## config.mk

```make
export PLATFORM = sky130hd
export DESIGN_NAME = hop_route_sel
export DESIGN_NICKNAME = d
export VERILOG_FILES = /design/src/rtl/hop_route_sel.sv
export SDC_FILE = /design/constraint.sdc
export NUM_CORES = 1
export LEC_CHECK = 0
export BUFFER_PORTS_ARGS = -buffer_cell sky130_fd_sc_hd__buf_4
export CORE_AREA = 2 2 87 89
export CTS_CLUSTER_DIAMETER = 120
export DETAILED_ROUTE_END_ITERATION = 8
export DIE_AREA = 0 0 89 91
export PLACE_DENSITY = 0.77
export SLEW_MARGIN = 20
export SYNTH_ARGS = -nofsm -noshare
export SYNTH_HDL_FRONTEND = slang
export SYNTH_SLANG_ARGS = --single-unit
```

## constraint.sdc

```tcl
create_clock -name clk -period 2 [get_ports clk]
set_input_delay 0.2 -clock clk [delete_from_list [all_inputs] [get_ports clk]]
set_output_delay 0.2 -clock clk [all_outputs]
set_load 0.02 [all_outputs]
```

## src/rtl/hop_route_sel.sv

```systemverilog
module hop_route_sel #(
  parameter int FLIT_W = 64,
  parameter int HOP_W  = 3,
  parameter int CNT_W  = 3
) (
  input  logic              clk,
  input  logic              rst_n,
  input  logic              in_valid,
  input  logic [FLIT_W-1:0] in_flit,
  input  logic [CNT_W-1:0]  free_n,
  input  logic [CNT_W-1:0]  free_s,
  input  logic [CNT_W-1:0]  free_e,
  input  logic [CNT_W-1:0]  free_w,
  output logic              out_valid,
  output logic [4:0]        out_port,
  output logic [FLIT_W-1:0] out_flit
);
  localparam int XH_LO = 4;
  localparam int YH_LO = XH_LO + HOP_W;
  localparam logic [4:0] P_L = 5'b00001, P_N = 5'b00010, P_S = 5'b00100,
                         P_E = 5'b01000, P_W = 5'b10000;

  logic             is_head, is_tail, rd_x, rd_y;
  logic [HOP_W-1:0] xh, yh;
  logic [4:0]       pick, held;
  logic [FLIT_W-1:0] hdr_next;

  assign is_head = in_flit[0];
  assign is_tail = in_flit[1];
  assign rd_y    = in_flit[2];
  assign rd_x    = in_flit[3];
  assign xh      = in_flit[XH_LO +: HOP_W];
  assign yh      = in_flit[YH_LO +: HOP_W];

  always_comb begin
    if (xh == '0 && yh == '0)      pick = P_L;
    else if (xh == '0)             pick = rd_y ? P_S : P_N;
    else if (yh == '0)             pick = rd_x ? P_W : P_E;
    else begin
      unique case ({rd_x, rd_y})
        2'b00:   pick = (free_e > free_n) ? P_E : P_N;
        2'b10:   pick = (free_n > free_w) ? P_N : P_W;
        2'b11:   pick = (free_w > free_s) ? P_W : P_S;
        default: pick = (free_s > free_e) ? P_S : P_E;
      endcase
    end
  end

  always_comb begin
    hdr_next = in_flit;
    if (pick[3] || pick[4]) hdr_next[XH_LO +: HOP_W] = xh - HOP_W'(1);
    if (pick[1] || pick[2]) hdr_next[YH_LO +: HOP_W] = yh - HOP_W'(1);
  end

  always_ff @(posedge clk) begin
    if (!rst_n) begin
      out_valid <= 1'b0;
      out_port  <= '0;
      out_flit  <= '0;
      held      <= '0;
    end else begin
      out_valid <= in_valid;
      out_port  <= '0;
      if (in_valid) begin
        if (is_head) begin
          out_port <= pick;
          out_flit <= hdr_next;
          held     <= is_tail ? 5'b0 : pick;
        end else begin
          out_port <= held;
          out_flit <= in_flit;
          if (is_tail) held <= '0;
        end
      end
    end
  end

  AST_IDLE_NO_PORT: assert property (@(posedge clk) disable iff (!rst_n)
    !out_valid |-> out_port == 5'b0);
  AST_PORT_ONEHOT: assert property (@(posedge clk) disable iff (!rst_n)
    $onehot0(out_port));
  AST_LATENCY: assert property (@(posedge clk) disable iff (!rst_n)
    $past(rst_n) |-> out_valid == $past(in_valid));
  AST_DIR_KEPT: assert property (@(posedge clk) disable iff (!rst_n)
    out_valid && out_flit[0] |-> out_flit[3:0] == $past(in_flit[3:0]));
  AST_LOCAL_ZERO: assert property (@(posedge clk) disable iff (!rst_n)
    out_valid && out_flit[0] && out_port[0] |->
      out_flit[XH_LO +: 2*HOP_W] == '0);
  AST_X_DEC: assert property (@(posedge clk) disable iff (!rst_n)
    out_valid && out_flit[0] && (out_port[3] || out_port[4]) |->
      out_flit[XH_LO +: HOP_W] == $past(in_flit[XH_LO +: HOP_W]) - HOP_W'(1));
  AST_Y_DEC: assert property (@(posedge clk) disable iff (!rst_n)
    out_valid && out_flit[0] && (out_port[1] || out_port[2]) |->
      out_flit[YH_LO +: HOP_W] == $past(in_flit[YH_LO +: HOP_W]) - HOP_W'(1));
  AST_BODY_FOLLOWS: assert property (@(posedge clk) disable iff (!rst_n)
    out_valid && !out_flit[0] && $past(out_valid && out_flit[0] && !out_flit[1]) |->
      out_port == $past(out_port));
endmodule

```

==> impl_metrics.tcl, run 1 <==
set metrics [dict create \
    status "finished clean" \
    cts_resized 0 \
    hold_class "input pin to register" \
    synth_cell_types 35 \
    synth_compound_area_share_pct 7.77 \
    start_kind "input pin" \
    drv_slew 0 \
    setup_violations 0 \
    antenna_left 0 \
    drt-total-wl_um 7470 \
    clk_pin_slew_ns 0.08 \
    tritoncts "built" \
    num_rows 31 \
    worstSetupPathType "input pin to register" \
    worst_slack_ns 0.298 \
    drive_above_1_share_pct 35.8 \
    multi_input_area_sq_um 1550 \
    synth.area.mux_share_pct 19.2 \
    die_w_um 89 \
    synth_ff_type "dfxtp_1" \
    reg2regPathDepth 3 \
    worst_r2r_endpoint "out_port[3]" \
    required_ns 2.24 \
    yosysMostFrequentCell "dfxtp_1" \
    synthTopCellsByCount "dfxtp_1 (75), nor2_1 (74), mux2i_1 (61)" \
    dieArea_sq_um 8100 \
    yosysTopAreaCell "dfxtp_1" \
    route.detailed.drc 0 \
    endpoint_kind "register" \
    place_hpwl_um 5690 \
    fp.dieH_um 91 \
    cp_max_fo 6 \
    fin_crit_sh_pct 85.1 \
    pwr-share-clk_pct 32.6 \
    synth_area_sq_um 3190 \
    finish.net_count 574 \
    post_synth.cell_area_avg_sq_um 9.63 \
    worst_pin_slew_ns 0.540 \
    antenna_found_initial 0 \
    overflow 0 \
    core_sq_um 7140 \
    ff_latch_area_sq_um 1500 \
    hold_ws_ns 0.0966 \
    fin_worst_skew_ns 0.00322 \
    crit_start "free_s[2]" \
    synth-edff-count 0 \
    clock_sinks 75 \
    syn-instance-count 331 \
    pwr-share-comb_pct 20.3 \
    final_core_util_pct 64.6 \
    htree_levels 3 \
    critPathCapture "out_flit[7]" \
    grtUsageTotal_pct 18.4 \
    max_freq_mhz 588 \
    synth_top_family_by_area "multiplexers" \
    vias 2824 \
    nFillCells 623 \
    port-buffer-count 148 \
    vias_per_cell 4.85 \
    io_pins 149 \
    drt_pre_antenna_iters 4 \
    path_cells "buf_4 > ha_1 > and3b_1 > o21ai_1 > a21o_1 > a2bb2oi_1 > o21ai_0 > a311oi_1" \
    wl_per_cell_um 12.8 \
    worstPathArrival_ns 1.94 \
    p_int_mw 2.50 \
    r2r_slack_ns 1.28 \
    p_sw_share_pct 27.3 \
    leakagePower_nw 2.37 \
    initial_utilization_pct 44.7 \
    timing.slew.headroom_pct 63.6 \
    slowest_delay_ns 0.40 \
    ys_ff_latch 75 \
    root_buffer "clkbuf_8" \
    r2r-start "held[3]" \
    synthArstFlopShare_pct 0 \
    cts_made_buffers 9 \
    syn_to_final_growth_pct 44.6 \
    ys_seq_area_share_pct 47.1 \
    syn_nets 426 \
    synthTopCellsByArea "dfxtp_1 (47%), mux2i_1 (19%), nor2_1 (8.7%)" \
    gp_congestion 0.746 \
    pwr-share-seq_pct 47.1 \
    synthAdderAreaFrac_pct 6.28 \
    finalHoldViolations 0 \
    finalPower_mw 3.44 \
    diodes 0 \
    cellPowerDensity_nw_per_um2 746 \
    rsz0062_at_grt "false" \
    ctsLongestPathBuffers 2 \
    grt_max_degree 35 \
    grt_pass1_wl_um 11900 \
    maxCapViolations 0 \
    synth-xor-area-share_pct 0 \
    irDropWorstVdd_v 0.000464 \
    first_global_vias 2732 \
    layout_min_cycle_time_ns 1.70 \
    drtIter0Drc 64 \
    ys_warn_count 0 \
    yosys.area_share.simple_pct 15.4 \
    synth_top_area_share_pct 47.1 \
    place_ws_ns -0.0771 \
    clock_latency_ns 0.33 \
    post_cts_buffers 0 \
    cp_slowest_cell "a2bb2oi_1" \
    ctsHoldBuffers 0 \
    power_switching_uw 939 \
]
[state kept, by name (all words and copies together), names as in the netlist]
| register | count |
|---|---|
| held | 5 |
| out_flit | 64 |
| out_port | 5 |
| out_valid | 1 |
[critical path: cells and delay by family]
family	cells	cell delay, ns
fa+ha+maj	1	0.31
compound gates	5	1.14
simple gates	1	0.17
buf+inv	1	0.11
[layer usage]
metal	up-vias	wire, um	GRT usage, %	part of all wire [%]
li1	1418	-	-	-
met1	1291	2990	19.9	40
met2	100	3780	32.6	51
met3	15	578	6.27	7.7
met4	0	126	6.59	1.7
met5	-	0	0	0
[worst min path at each step]
| stage | start | end | cells past startpoint |
|---|---|---|---|
| after detailed placement | in_flit[39] | out_flit[39] | 3 |
| after global routing | in_flit[45] | out_flit[45] | 3 |
| final | in_flit[14] | out_flit[14] | 3 |
| after CTS | in_flit[14] | out_flit[14] | 3 |
| after global placement | in_flit[49] | out_flit[49] | 3 |
| after floorplan | rst_n | out_flit[5] | 2 |
[cell usage in the layout (no fill, tap or decap), types with 2 or more instances in the layout]
master,instances
buf_4,151
dfxtp_1,75
nor2_1,74
mux2i_1,61
inv_1,17
ha_1,16
clkbuf_8,9
nand2_1,8
o21ai_0,8
a21oi_1,7
nand3b_1,4
or3_1,4
a31oi_1,4
a22oi_1,4
a21o_1,3
nand3_1,3
nand2b_4,2
and3b_1,2
o21ai_1,2
nor2b_1,2
and3_1,2
a2bb2oi_1,2
a311oi_1,2
and2_1,2
clkinv_2,2
buf_12,2
[power by group through the flow]
stage	logic, mW	clock network, mW	registers, mW
global route	0.758	1.22	1.63
finish	0.697	1.12	1.62
floorplan	0.279	0	1.75
detailed placement	0.702	0	1.65
CTS	0.703	1.15	1.62
global placement	0.684	0	1.65
[logic make-up (layout without fill, tap and decap cells)]
family | after synthesis | in the layout
AO/OA/AOI/OAI | 37 | 37
AND/OR/NAND/NOR | 107 | 107
adder cells (fa/ha/maj) | 16 | 16
buffers and inverters | 35 | 187
multiplexers | 61 | 61
flip-flops | 75 | 75
[per-stage QoR]
| stage | instances | instance area [sq um] | setup TNS (ns) |
|---|---|---|---|
| detailed placement | 567 | 4420 | -0.0771 |
| global placement | 567 | 4420 | 0 |
| global route | 582 | 4610 | 0 |
| finish | 582 | 4610 | 0 |
| floorplan | 331 | 3190 | 0 |
| CTS | 582 | 4610 | 0 |
[area by class of cell]
type,count,area share [%]
inverters,19,1.55
clock inverters,6,1.41
repair buffers,153,25.5
well taps,99,2.69
flip-flops and latches,75,32.6
multi-input cells,221,33.6
clock buffers,9,2.69
Power figures use the tool's default switching activity.
==> inputs of run 2 (changes only) <==
Settings changed: ABC_CLOCK_PERIOD_IN_PS set to 2000, GPL_TIMING_DRIVEN set to 0.
==> impl_metrics.tcl, run 2 (synthesis results as in run 1) <==
set metrics [dict create \
    num_rows 31 \
    path_buf_inv 1 \
    leakagePower_nw 2.38 \
    drive_above_1_share_pct 34.7 \
    fp.dieH_um 91 \
    status "finished clean" \
    dieArea_sq_um 8100 \
    final_cell_mix "buf_4 (146), dfxtp_1 (75), nor2_1 (74), mux2i_1 (61), inv_1 (18)" \
    port-buffer-count 146 \
    cp_top_family "compound AO/OA/AOI/OAI gates" \
    worstPathArrival_ns 2.02 \
    htree_levels 3 \
    met2WireLength_um 3840 \
    path_cells "buf_4 > ha_1 > a21o_1 > o21ai_1 > a21o_1 > a2bb2oi_1 > o21ai_0 > a311oi_1" \
    cp_slowest_cell "a2bb2oi_1" \
    antenna_found_initial 0 \
    endpoint_kind "register" \
    dp_cells 576 \
    met3WireLength_um 593 \
    worstSetupPathType "input pin to register" \
    top_layer "met4" \
    post_cts_buffers 0 \
    route.detailed.drc 0 \
    clock_sinks 75 \
    diodes 0 \
    wl_met1_um 3260 \
    rsz0062_at_grt "false" \
    first_global_vias 2751 \
    ctsHoldBuffers 0 \
    gp_congestion 0.806 \
    wl_per_cell_um 13.1 \
    timing.slew.headroom_pct 53.2 \
    overflow 0 \
    irDropWorstVdd_v 0.000471 \
    largest_reg_flops 64 \
    vias_per_cell 4.83 \
    clock_latency_ns 0.33 \
    pwr-share-clk_pct 36.6 \
    final_cells 592 \
    required_ns 2.24 \
    start_kind "input pin" \
    ctsLongestPathBuffers 2 \
    initial_utilization_pct 44.7 \
    cp_max_fo 6 \
    vias 2862 \
    crit_top_cell "a21o_1" \
    power_switching_uw 974 \
    cts_resized 0 \
    place_hpwl_um 5900 \
    clk_pin_slew_ns 0.08 \
    pwr-share-comb_pct 19.0 \
    worst_pin_slew_ns 0.702 \
    finalHoldViolations 0 \
    slowest_delay_ns 0.42 \
    layout_min_cycle_time_ns 1.78 \
    drv_slew 0 \
    fin_crit_sh_pct 89.0 \
    finalPower_mw 3.64 \
    drt_pre_antenna_iters 4 \
    max_freq_mhz 562 \
    cellPowerDensity_nw_per_um2 785 \
    p_sw_share_pct 26.7 \
    fin_worst_skew_ns 0.00160 \
    tritoncts "built" \
    antenna_left 0 \
    hold_class "input pin to register" \
    p_int_mw 2.67 \
    drtIter0Drc 113 \
    die_w_um 89 \
    io_pins 149 \
    finish.net_count 583 \
    largestRegisters "out_flit x64, held x5, out_port x5" \
    final_common_cell "buf_4" \
    pwr-share-seq_pct 44.5 \
    grt_max_degree 15 \
    maxCapViolations 0 \
    nFillCells 626 \
    top_register "out_flit" \
    grt_pass1_wl_um 12400 \
    grtUsageTotal_pct 19.4 \
    syn_to_final_growth_pct 45.6 \
    setup_violations 0 \
    core_sq_um 7140 \
    cts_made_buffers 9 \
    root_buffer "clkbuf_8" \
    drt-total-wl_um 7760 \
]
## run 2: changes by cell type in the layout (fill, tap and decap cells not counted)
cell       before  now
buf_1           0    1
bufinv_16       1    2
buf_12          2    0
inv_2           1    0
buf_2           0    5
inv_1          17   18
inv_8           0    1
clkbuf_8        9   10
clkbuf_1        0   10
clkinv_2        2    0
buf_4         151  146
## run 2: area by class of cell
cell class | count | area (sq um) | area share [%]
Buffer | 16 | 66.3 | 1.43
Timing Repair Buffer | 146 | 1100 | 23.6
Clock inverter | 6 | 96.3 | 2.08
Inverter | 19 | 71.3 | 1.54
Tap cell | 99 | 124 | 2.67
Multi-Input combinational cell | 221 | 1550 | 33.4
Sequential cell | 75 | 1500 | 32.4
Clock buffer | 10 | 138 | 2.97
## run 2: worst register-to-register path, stage by stage, from the launching register on
cell     delay (ns)
dfxtp_1        0.31
nor2b_1        0.12
a31oi_1        0.14
nor2_1         0.05
## run 2: power groups by stage
stage | clock network [mW] | logic, mW | registers, mW
3_3_place_gp | 0 | 0.679 | 1.65
2_1_floorplan | 0 | 0.279 | 1.75
6_report | 1.33 | 0.691 | 1.62
5_1_grt | 1.43 | 0.757 | 1.63
4_1_cts | 1.37 | 0.696 | 1.62
3_5_place_dp | 0 | 0.694 | 1.65
## run 2: worst paths after layout
| check | from | endpoint | slack [ns] | cells after the start |
|---|---|---|---|---|
| hold / removal | in_flit[27] | out_flit[27] | 0.1 | 3 |
| setup reg to reg | held[3] | out_port[3] | 1.27 | 3 |
| setup / recovery | free_s[2] | out_flit[7] | 0.22 | 8 |
| hold reg to reg | held[3] | held[3] | 0.46 | 2 |
## run 2: stage by stage
stage / instance area (sq um) / hold WS (ns) / TNS (ns) / setup WS [ns] / util (%)
floorplan: 3190 / 0.338 / 0 / 0.237 / -
global placement: 4410 / 0.432 / -0.0379 / -0.0268 / 61.7
detailed placement: 4410 / 0.443 / -0.0997 / -0.0572 / 61.7
CTS: 4640 / 0.0747 / 0 / 0.287 / 65.0
global route: 4640 / 0.0817 / 0 / 0.0154 / 65.0
finish: 4640 / 0.0955 / 0 / 0.219 / 65.0
## run 2: metal layers
layer | global-route usage, % | vias up
met5 | 0 | -
met4 | 6.22 | 0
met3 | 7.18 | 4
met2 | 32.4 | 93
met1 | 22.7 | 1329
li1 | - | 1436
